<file path="src/rtl/packed_lane_adder.sv">
module packed_lane_adder #(
  parameter int SEG_W  = 8,
  parameter int N_SEG  = 8,
  localparam int DATA_W = SEG_W * N_SEG,
  localparam int MODE_W = $clog2($clog2(N_SEG) + 1)
) (
  input  logic              clk,
  input  logic              rst_n,
  input  logic              valid_in,
  input  logic [MODE_W-1:0] lane_mode,
  input  logic              sat_en,
  input  logic [DATA_W-1:0] op_a,
  input  logic [DATA_W-1:0] op_b,
  output logic              valid_out,
  output logic [DATA_W-1:0] sum_out,
  output logic [N_SEG-1:0]  ovf_out
);

  logic [N_SEG-1:0]  span;
  logic [N_SEG-1:0]  cut, top, cout, lane_hit;
  logic [N_SEG:0]    cin;
  logic [DATA_W-1:0] sum_d;
  logic [N_SEG-1:0]  ovf_d;

  assign span = N_SEG'((1 << lane_mode) - 1);

  for (genvar i = 0; i < N_SEG; i++) begin : g_seg
    logic [SEG_W-1:0] part;

    assign cut[i] = (N_SEG'(i) & span) == '0;
    assign top[i] = (N_SEG'(i + 1) & span) == '0;

    if (i == 0) begin : g_lsb
      assign cin[i] = 1'b0;
    end else begin : g_mid
      assign cin[i] = cut[i] ? 1'b0 : cout[i-1];
    end

    assign {cout[i], part} = {1'b0, op_a[i*SEG_W +: SEG_W]}
                           + {1'b0, op_b[i*SEG_W +: SEG_W]}
                           + (SEG_W + 1)'(cin[i]);

    if (i == N_SEG - 1) begin : g_msb
      assign lane_hit[i] = cout[i];
    end else begin : g_low
      assign lane_hit[i] = top[i] ? cout[i] : lane_hit[i+1];
    end

    assign sum_d[i*SEG_W +: SEG_W] = (sat_en && lane_hit[i]) ? {SEG_W{1'b1}} : part;
    assign ovf_d[i] = top[i] & cout[i];
  end

  assign cin[N_SEG] = cout[N_SEG-1];

  always_ff @(posedge clk) begin
    if (!rst_n) begin
      valid_out <= 1'b0;
      sum_out   <= '0;
      ovf_out   <= '0;
    end else begin
      valid_out <= valid_in;
      if (valid_in) begin
        sum_out <= sum_d;
        ovf_out <= ovf_d;
      end
    end
  end

endmodule


</file>
<file path="config.mk">
export PLATFORM = sky130hd
export DESIGN_NAME = packed_lane_adder
export DESIGN_NICKNAME = d
export VERILOG_FILES = /design/src/rtl/packed_lane_adder.sv
export SDC_FILE = /design/constraint.sdc
export NUM_CORES = 1
export LEC_CHECK = 0
export CAP_MARGIN = 20
export CORE_MARGIN = 3
export CORE_UTILIZATION = 38
export DETAILED_ROUTE_END_ITERATION = 7
export GPL_TIMING_DRIVEN = 0
export PLACE_DENSITY_LB_ADDON = 0.1
export REMOVE_ABC_BUFFERS = 1
export SETUP_SLACK_MARGIN = 0.2
export SKIP_LAST_GASP = 1
export SLEW_MARGIN = 20
export SYNTH_ARGS = -nofsm -noshare
export SYNTH_HDL_FRONTEND = slang
export SYNTH_SLANG_ARGS = --single-unit
</file>
<file path="constraint.sdc">
create_clock -name clk -period 40.4 [get_ports clk]
set_input_delay 6.06 -clock clk [delete_from_list [all_inputs] [get_ports clk]]
set_output_delay 6.06 -clock clk [all_outputs]
set_load 0.05 [all_outputs]
</file>
==> results of run 1 <==
cell type report:
class	instances	area [sq um]	share of cell area
multi-input combinational	457	3697	0.4714
timing repair buffer	208	2112	0.2693
sequential	73	1461	0.1863
clock buffer	12	266.5	0.03398
tap	176	220.2	0.02807
inverter	16	60.06	0.007657
clock inverter	4	26.28	0.003350
worst paths after layout:
check | startpoint | to | slack (ns) | cells past startpoint
worst max-delay path | op_a[0] | sum_out[31] | 19.83 | 50
worst min register to register | ovf_out[0] | ovf_out[0] | 0.47 | 2
worst max register to register | sum_out[31] | sum_out[31] | 39.30 | 3
worst min-delay path | ovf_out[0] | ovf_out[0] | 0.47 | 2
per-stage QoR:
| stage | instances | hold slack (ns) | cell area (sq um) |
|---|---|---|---|
| 6_report | 946 | 0.4724 | 7844 |
| 5_1_grt | 946 | 0.4919 | 7844 |
| 4_1_cts | 946 | 0.4779 | 7844 |
| 3_5_place_dp | 930 | 0.4694 | 7551 |
| 3_3_place_gp | 928 | 0.4645 | 7501 |
| 2_1_floorplan | 546 | 0.6931 | 5219 |
where the power goes:
part           switching [mW]  internal (mW)
Sequential            0.00394         0.0795
Combinational          0.0650         0.0498
Clock                  0.0315         0.0465
Total                   0.100          0.176
layer usage:
metal	track usage	routed length, microns	vias to the layer above
met5	0	0	-
met3	0.05223	1199	23
met4	0.07803	330	0
li1	-	-	2596
met2	0.3375	7282	165
met1	0.2535	7020	2444
synth_stat cells, types with 4 or more instances:
master / number
sky130_fd_sc_hd__nor2_1: 33
sky130_fd_sc_hd__a21oi_1: 47
sky130_fd_sc_hd__a211o_1: 4
sky130_fd_sc_hd__xor2_1: 20
sky130_fd_sc_hd__dfxtp_1: 73
sky130_fd_sc_hd__o41ai_1: 4
sky130_fd_sc_hd__nand4_1: 4
sky130_fd_sc_hd__clkbuf_1: 19
sky130_fd_sc_hd__ha_1: 57
sky130_fd_sc_hd__o221a_2: 38
sky130_fd_sc_hd__a31oi_1: 11
sky130_fd_sc_hd__nand3_1: 12
sky130_fd_sc_hd__nor4_1: 4
sky130_fd_sc_hd__nand2b_1: 5
sky130_fd_sc_hd__a21boi_0: 4
sky130_fd_sc_hd__o211ai_1: 9
sky130_fd_sc_hd__nand2_1: 14
sky130_fd_sc_hd__a21o_1: 15
sky130_fd_sc_hd__xnor2_1: 24
sky130_fd_sc_hd__nor3_1: 9
sky130_fd_sc_hd__a211oi_1: 12
sky130_fd_sc_hd__o21ai_0: 52
sky130_fd_sc_hd__inv_1: 16
sky130_fd_sc_hd__o21a_1: 8
sky130_fd_sc_hd__a2111oi_0: 4
sky130_fd_sc_hd__fa_1: 15
sky130_fd_sc_hd__o21bai_1: 13
worst max-delay path: cells and delay by family:
kind | cells | cell delay (ns)
adders and majority gates | 16 | 6.91
AOI/OAI and AO/OA | 23 | 6.08
and+or+nand+nor | 10 | 1.28
buffers and inverters | 1 | 0.40
sequential cells by signal, indices dropped and copies added (netlist names):
signal,cells
sum_out,64
valid_out,1
ovf_out,8
logic make-up after synthesis:
kind of cell | after synthesis | synth area share
compound gates | 242 | 0.3385
xor+xnor | 44 | 0.07271
fa+ha+maj | 72 | 0.1912
buf+inv | 37 | 0.02668
flops | 73 | 0.2757
simple gates | 99 | 0.09513
==> run_summary.xml, run 1 <==
<?xml version="1.0" encoding="UTF-8"?>
<metrics>
  <group name="outcome">
    <metric name="run_status" unit="">completed</metric>
  </group>
  <group name="timing">
    <metric name="maximum_clock_skew_at_final_layout" unit="ns">0</metric>
    <metric name="rsz0062_at_grt" unit="">no</metric>
    <metric name="fin_crit_share" unit="">0.5092</metric>
    <metric name="max_slew_margin" unit="">0.4204</metric>
    <metric name="finalCriticalPeriod" unit="ns">20.57</metric>
    <metric name="setup_viol_count_final" unit="">0</metric>
    <metric name="timing_max_transition_violations_final" unit="">0</metric>
    <metric name="report.final.hold_viol_count" unit="">0</metric>
    <metric name="max_slew.worst_pin.slew" unit="ns">0.8663</metric>
    <metric name="layout_setup_ws" unit="ns">19.83</metric>
    <metric name="max_freq" unit="GHz">0.04861</metric>
    <metric name="setup_tns" unit="ns">0</metric>
  </group>
  <group name="setup_path">
    <metric name="critical_path_arrival" unit="ns">20.77</metric>
    <metric name="critical-path-max-stage-delay" unit="ns">0.46</metric>
    <metric name="critical-path-top-cell-by-count" unit="">sky130_fd_sc_hd__fa_1</metric>
    <metric name="worstPathMaxFanout" unit="">8</metric>
    <metric name="criticalPathCategory" unit="">in -&gt; reg</metric>
    <metric name="crit_path_capture_type" unit="">flop</metric>
    <metric name="timing.critical_path.required" unit="ns">40.60</metric>
    <metric name="crit_path_top_delay_cell" unit="">sky130_fd_sc_hd__fa_1</metric>
    <metric name="start_kind" unit="">input port</metric>
  </group>
  <group name="logic_synthesis">
    <metric name="synth_area" unit="sq um">5300</metric>
    <metric name="synth_flop_cell" unit="">sky130_fd_sc_hd__dfxtp_1</metric>
    <metric name="synth.largest_area_cell" unit="">sky130_fd_sc_hd__dfxtp_1</metric>
    <metric name="number_of_storage_elements_in_the_synthesis_netlist" unit="">73</metric>
    <metric name="yosysSeqAreaShare" unit="">0.2757</metric>
    <metric name="post_synth_inst_count" unit="">567</metric>
    <metric name="synth_async_sr_flop_share" unit="">0</metric>
    <metric name="synth-warning-count" unit="">0</metric>
    <metric name="synth_largest_type_area_fraction" unit="">0.2757</metric>
    <metric name="yosys.cell_types.count" unit="">53</metric>
    <metric name="synth-edff-count" unit="">0</metric>
    <metric name="synthesis.area_per_instance" unit="sq um">9.348</metric>
    <metric name="yosys-top-cells-area" unit="">sky130_fd_sc_hd__dfxtp_1 28%, sky130_fd_sc_hd__ha_1 13%, sky130_fd_sc_hd__o221a_2 8.1%</metric>
  </group>
  <group name="placed_design">
    <metric name="place.detailed.hpwl" unit="microns">12070</metric>
    <metric name="weighted_congestion_reported_at_the_end_of_routability_driven_placement" unit="">0.8371</metric>
    <metric name="portBuffers" unit="">206</metric>
    <metric name="detailedPlace.worstSlack" unit="ns">19.54</metric>
  </group>
  <group name="finish">
    <metric name="post-route-util" unit="">0.5831</metric>
    <metric name="final_net_count" unit="">971</metric>
    <metric name="antennaDiodeCount" unit="">0</metric>
    <metric name="layout.cells.most_common" unit="">sky130_fd_sc_hd__clkdlybuf4s50_1</metric>
    <metric name="drive_gt1_frac" unit="">0.09221</metric>
    <metric name="mostFrequentLayoutCells" unit="">204 x sky130_fd_sc_hd__clkdlybuf4s50_1, 73 x sky130_fd_sc_hd__dfxtp_1, 57 x sky130_fd_sc_hd__ha_1, 52 x sky130_fd_sc_hd__o21ai_0, 47 x sky130_fd_sc_hd__a21oi_1</metric>
    <metric name="synthToLayoutAreaGrowth" unit="%">47.99</metric>
    <metric name="final.fill_count" unit="">1201</metric>
  </group>
  <group name="pwr">
    <metric name="static-leakage-power" unit="nW">3.111</metric>
    <metric name="ir_worst_vdd" unit="mV">0.01648</metric>
    <metric name="areal_power_density_over_the_cells" unit="nW/um^2">35.22</metric>
    <metric name="power" unit="mW">0.2762</metric>
  </group>
  <group name="clock_tree">
    <metric name="cts_root_buffer" unit="">sky130_fd_sc_hd__clkbuf_16</metric>
    <metric name="post_cts_hold_buffer_count" unit="">0</metric>
    <metric name="clkSinkCount" unit="">73</metric>
    <metric name="cts_tree" unit="">done</metric>
    <metric name="cts_max_level" unit="">3</metric>
    <metric name="cts.clk_slew.worst_paths" unit="ns">0.06</metric>
    <metric name="clock_latency_of_the_later_clocked_register_in_the_worst_skew_pair" unit="ns">0.33</metric>
    <metric name="postCtsSetupBuffers" unit="">0</metric>
    <metric name="post_cts.resized_instances" unit="">0</metric>
    <metric name="clock_path_buffers" unit="">2</metric>
    <metric name="numCtsBuffers" unit="">9</metric>
  </group>
  <group name="global_route">
    <metric name="grt.total_usage" unit="">0.2035</metric>
    <metric name="maximum_number_of_pins_on_one_net_before_global_route_repair" unit="">76</metric>
    <metric name="grt_first_pass_wirelength" unit="microns">24960</metric>
    <metric name="grt_overflow_total" unit="">0</metric>
    <metric name="antenna_found_initial" unit="">0</metric>
    <metric name="vias_in_the_first_global_route" unit="">5259</metric>
  </group>
  <group name="floorplan">
    <metric name="fp.dieArea" unit="sq um">15400</metric>
    <metric name="core_area" unit="sq um">13450</metric>
    <metric name="die_w" unit="microns">124.1</metric>
    <metric name="floorplan.io_pins" unit="">207</metric>
    <metric name="floorplan.initialDensity" unit="">0.3940</metric>
    <metric name="die_y" unit="microns">124.1</metric>
    <metric name="fp-row-count" unit="">42</metric>
  </group>
  <group name="drt">
    <metric name="drtPass1Iterations" unit="">4</metric>
    <metric name="detailroute.via_count" unit="">5228</metric>
    <metric name="drc" unit="">0</metric>
    <metric name="drt-vias-per-instance" unit="">5.526</metric>
    <metric name="route.detailed.wl_per_inst" unit="microns">16.74</metric>
    <metric name="postRouteAntennaNets" unit="">0</metric>
    <metric name="detail_route.wirelength" unit="microns">15830</metric>
    <metric name="drt-initial-drc-count" unit="">237</metric>
  </group>
  <group name="hold_path">
    <metric name="worst_hold_check_path_type" unit="">reg -&gt; reg</metric>
  </group>
  <group name="job">
    <metric name="timing.max_cap.violations" unit="">0</metric>
  </group>
</metrics>
Power figures use the tool's default switching activity.
==> run 2, diff against run 1 <==
==> constraint.sdc (replaced) <==
create_clock -name clk -period 20.3 [get_ports clk]
set_input_delay 3.045 -clock clk [delete_from_list [all_inputs] [get_ports clk]]
set_output_delay 3.045 -clock clk [all_outputs]
set_load 0.05 [all_outputs]
==> results of run 2 <==
The final DEF is identical to that of run 1. Status: completed.
Among the figures that moved: setup slack after placement 19.54 ns -> 2.459 ns; setup slack after layout 19.83 ns -> 2.744 ns; register-to-register setup slack 39.30 ns -> 19.20 ns; total power 0.2762 mW -> 0.5497 mW; worst IR drop on VDD 0.01648 mV -> 0.03279 mV
